===== src/rtl/gpio_mask_port.sv =====
module gpio_mask_port #(
  parameter int N_PINS   = 8,
  parameter int ADDR_W   = 12,
  parameter int DATA_W   = 32,
  parameter logic [11:0] DIR_OFS  = 12'h400,
  parameter logic [11:0] MODE_OFS = 12'h420
) (
  input  logic              pclk,
  input  logic              presetn,
  input  logic              psel,
  input  logic              penable,
  input  logic              pwrite,
  input  logic [ADDR_W-1:0] paddr,
  input  logic [DATA_W-1:0] pwdata,
  output logic [DATA_W-1:0] prdata,
  input  logic [N_PINS-1:0] pin_in,
  input  logic [N_PINS-1:0] hw_out,
  input  logic [N_PINS-1:0] hw_oe,
  output logic [N_PINS-1:0] pin_out,
  output logic [N_PINS-1:0] pin_oe
);
  localparam int MSB = N_PINS + 1;

  logic [N_PINS-1:0] data_q, dir_q, mode_q, sync1_q, sync2_q;
  logic [N_PINS-1:0] mask;
  logic in_win, dir_hit, mode_hit, wr_en;

  assign mask     = paddr[MSB:2];
  assign in_win   = (paddr[ADDR_W-1:MSB+1] == '0);
  assign dir_hit  = (paddr == ADDR_W'(DIR_OFS));
  assign mode_hit = (paddr == ADDR_W'(MODE_OFS));
  assign wr_en    = psel && penable && pwrite;

  always_ff @(posedge pclk or negedge presetn) begin
    if (!presetn) begin
      data_q <= '0;
      dir_q  <= '0;
      mode_q <= '0;
    end else if (wr_en) begin
      if (in_win)   data_q <= (data_q & ~mask) | (pwdata[N_PINS-1:0] & mask);
      if (dir_hit)  dir_q  <= pwdata[N_PINS-1:0];
      if (mode_hit) mode_q <= pwdata[N_PINS-1:0];
    end
  end

  always_ff @(posedge pclk or negedge presetn) begin
    if (!presetn) begin
      sync1_q <= '0;
      sync2_q <= '0;
    end else begin
      sync1_q <= pin_in;
      sync2_q <= sync1_q;
    end
  end

  always_comb begin
    prdata = '0;
    if (in_win)        prdata[N_PINS-1:0] = ((dir_q & data_q) | (~dir_q & sync2_q)) & mask;
    else if (dir_hit)  prdata[N_PINS-1:0] = dir_q;
    else if (mode_hit) prdata[N_PINS-1:0] = mode_q;
  end

  assign pin_out = (mode_q & hw_out) | (~mode_q & data_q);
  assign pin_oe  = (mode_q & hw_oe)  | (~mode_q & dir_q);

  a_r1_unmasked_kept: assert property (@(posedge pclk) disable iff (!presetn)
    (wr_en && in_win) |=> (((data_q ^ $past(data_q)) & ~$past(mask)) == '0));

  a_r1_masked_loaded: assert property (@(posedge pclk) disable iff (!presetn)
    (wr_en && in_win) |=> ((data_q & $past(mask)) == ($past(pwdata[N_PINS-1:0]) & $past(mask))));

  a_r2_read_masked: assert property (@(posedge pclk) disable iff (!presetn)
    (psel && !pwrite && in_win) |-> ((prdata[N_PINS-1:0] & ~mask) == '0 && prdata[DATA_W-1:N_PINS] == '0));

  a_r7_no_write_idle: assert property (@(posedge pclk) disable iff (!presetn)
    !wr_en |=> ($stable(data_q) && $stable(dir_q) && $stable(mode_q)));

  a_r8_unmapped_zero: assert property (@(posedge pclk) disable iff (!presetn)
    (psel && !in_win && !dir_hit && !mode_hit) |-> (prdata == '0));

  a_r8_unmapped_write: assert property (@(posedge pclk) disable iff (!presetn)
    (wr_en && !in_win && !dir_hit && !mode_hit) |=> ($stable(data_q) && $stable(dir_q) && $stable(mode_q)));
endmodule


===== config.mk =====
export PLATFORM = sky130hd
export DESIGN_NAME = gpio_mask_port
export DESIGN_NICKNAME = d
export VERILOG_FILES = /design/src/rtl/gpio_mask_port.sv
export SDC_FILE = /design/constraint.sdc
export NUM_CORES = 1
export LEC_CHECK = 0
export ABC_AREA = 1
export BUFFER_PORTS_ARGS = -buffer_cell sky130_fd_sc_hd__buf_2
export CAP_MARGIN = 20
export CORE_MARGIN = 1.5
export CORE_UTILIZATION = 48
export DETAILED_ROUTE_END_ITERATION = 10
export PLACE_DENSITY = 0.87
export SYNTH_ARGS = -nofsm -noshare
export SYNTH_HDL_FRONTEND = slang
export SYNTH_SLANG_ARGS = --single-unit

===== constraint.sdc =====
create_clock -name pclk -period 1.8 [get_ports pclk]
set_input_delay 0.36 -clock pclk [delete_from_list [all_inputs] [get_ports pclk]]
set_output_delay 0.36 -clock pclk [all_outputs]
set_load 0.05 [all_outputs]

==> flow_summary.yaml <==
layout:
  fillers: 380
  layout_common_cells: "nand2_1 (82), buf_2 (64), nand3_1 (40), dfrtp_1 (40), buf_4 (27)"
  diodes: 0
  nets: 437
  final_common_cell: "nand2_1"
  drive_gt1_share_pct: 32.3
  syn_to_final_growth_pct: 28.6
  post-route-util_pct: 63.8
place:
  port_buffers: 72
  post-dp-hpwl_mm: 3.67
  dp_worst_setup_slack_ns: -0.0761
  routabilityCongestion: 0.820
clock_tree:
  cts_tree: "built"
  postCtsHoldBufs: 0
  clock_latency_ns: 0.30
  cts_buffers: 5
  htree_levels: 2
  cts-root-buf: "clkbuf_8"
  cts.path.max_buffers: 2
  path_clk_slew_ns: 0.08
  clock_sinks: 40
worst_setup_path:
  cp.required_ns: 1.44
  critical_path.max_stage_delay_ns: 0.29
  crit_fanout: 12
  worstPathArrival_ns: 1.37
  path_class: "in -> out"
  r2r_start: "mode_q[4]"
  cp_cell_sequence: "buf_2 -> or2_4 -> nor2_8 -> nand3_1 -> nand3_1 -> buf_4"
  slowest_stage: "or2_4"
  cp-end-kind: "primary output"
  start_kind: "input port"
  rrSetupSlack_ns: 1.11
  ff2ff_path_depth: 2
  crit_path_end: "prdata[6]"
  r2r-end: "mode_q[4]"
  startpoint: "paddr[9]"
  crit_top_cell: "nand3_1"
min_path:
  hp-class: "in -> async"
power:
  p_leak_uw: 0.00152
  vdd_ir_drop_max_mv: 0.442
  finalPower_uw: 2120
  powerDensity_mw_per_mm2: 762
drt:
  via_count: 2121
  drt_iter0_drc: 131
  detail_route.vias_per_cell: 5.09
  wl_mm: 5.16
  detail-route-antenna-nets: 0
  detail_route.wl_per_cell_um: 12.4
  route.detailed.drc: 0
  firstDrtPassIters: 4
grt:
  met2_usage_pct: 37.6
  met1_usage_pct: 31.2
  grt_max_degree: 23
  groute.usage.overall_pct: 23.4
  grt_pass1_vias: 1986
  top_usage_layer: "met2"
  grt_overflow: 0
  antenna_found_initial: 0
  grtUsageMet3_pct: 4.33
  grt_pass1_wl_mm: 9.07
sta:
  finalSetupViolations: 0
  hold_viol_final: 3
  fmax_mhz: 577
  fin_skew_ns: 0.00403
  period_share_pct: 96.4
  drv_slew: 0
  holdWs_ns: -0.00223
  fin_ws_ns: 0.0655
  min_period_ns: 1.73
  rsz0062_at_grt: "no"
floorplanning:
  rows: 24
  die_w_um: 70.1
  dieArea_mm2: 0.00491
  ios: 121
  start_util_pct: 49.6
  fp.dieH_um: 70.1
  core_area_mm2: 0.00435
synth:
  synthesis.instances: 269
  synth_cell_type_count: 17
  synth_seq_area_share_pct: 46.3
  syn-cell-area_mm2: 0.00216
  ys_warn_count: 0
  synth_area_per_cell_um2: 8.03
  synth-seq-cells: 40
outcome:
  status: "finished, violations left"
  violations: "hold timing"
job:
  drv_cap: 0
==> per-layer routing <==
layer  wire, µm  part of all wire, %  vias up
li1           -                    -     1032
met2       2470                   48       97
met4        106                  2.1        0
met1       2220                   43      981
met5          0                    0        -
met3        371                  7.2       11
==> power by group <==
part	switching (µW)	total [µW]	internal (µW)
sequential	22.5	972	950
combinational	390	518	127
clock	323	629	306
==> Yosys cell counts, drive strengths merged <==
library cell	n	area [µm²]
or2	1	8.76
nor3	1	16.3
nand4	16	100
o21ai	24	120
buf	31	234
dfrtp	40	1000
nor2	9	65.1
nand2	84	315
inv	19	71.3
nand3	43	225
conb	1	3.75
==> area by class of cell <==
class                      instances  area (µm²)  area share (%)
clock buffer                       6        82.6            2.97
clock inverter                     2        10.0           0.360
inverter                          19        71.3            2.57
multi-input combinational        203         972            35.0
sequential                        40        1000            36.0
tap                               52        65.1            2.34
timing repair buffer              95         577            20.8
==> logic make-up (layout without fill, tap and decap cells) <==
kind of cell	after synthesis	count (layout)	synth area share, %
buffers and inverters	50	122	14.1
flip-flops	40	40	46.3
other	1	24	0.174
AND/OR/NAND/NOR	154	155	33.8
AO/OA/AOI/OAI	24	24	5.56
==> stage by stage <==
stage | cells | TNS [ns] | area [µm²]
after global placement | 406 | -0.392 | 2610
after global routing | 417 | 0 | 2780
after CTS | 417 | 0 | 2750
final | 417 | 0 | 2780
after floorplan | 292 | -1.21 | 2250
after detailed placement | 406 | -0.483 | 2610
==> worst min-delay path by stage <==
stage             from                          to  slack [ns]  depth (start not counted)
2_1_floorplan  presetn  asynchronous set/reset pin        0.06                          0
3_3_place_gp   presetn                  sync1_q[4]        0.33                          1
3_5_place_dp   presetn                  sync1_q[4]        0.34                          1
4_1_cts        presetn                  sync1_q[4]        0.01                          1
5_1_grt        presetn                    dir_q[4]        0.03                          1
6_report       presetn                  sync1_q[4]      -0.002                          1
==> worst max-delay path, delay by kind of cell <==
| family | cells | cell delay (ns) |
|---|---|---|
| and+or+nand+nor | 4 | 0.70 |
| buffers and inverters | 2 | 0.31 |
==> what timing repair did <==
| item | CTS | global route |
|---|---|---|
| cloned | 1 | 0 |
| setup endpoints to repair | 8 | 8 |
| pin swaps | 2 | 2 |
| setup buffers | 2 | 0 |
| gates resized for setup | 8 | 9 |
Note: power is estimated with default switching activity, not from simulation.
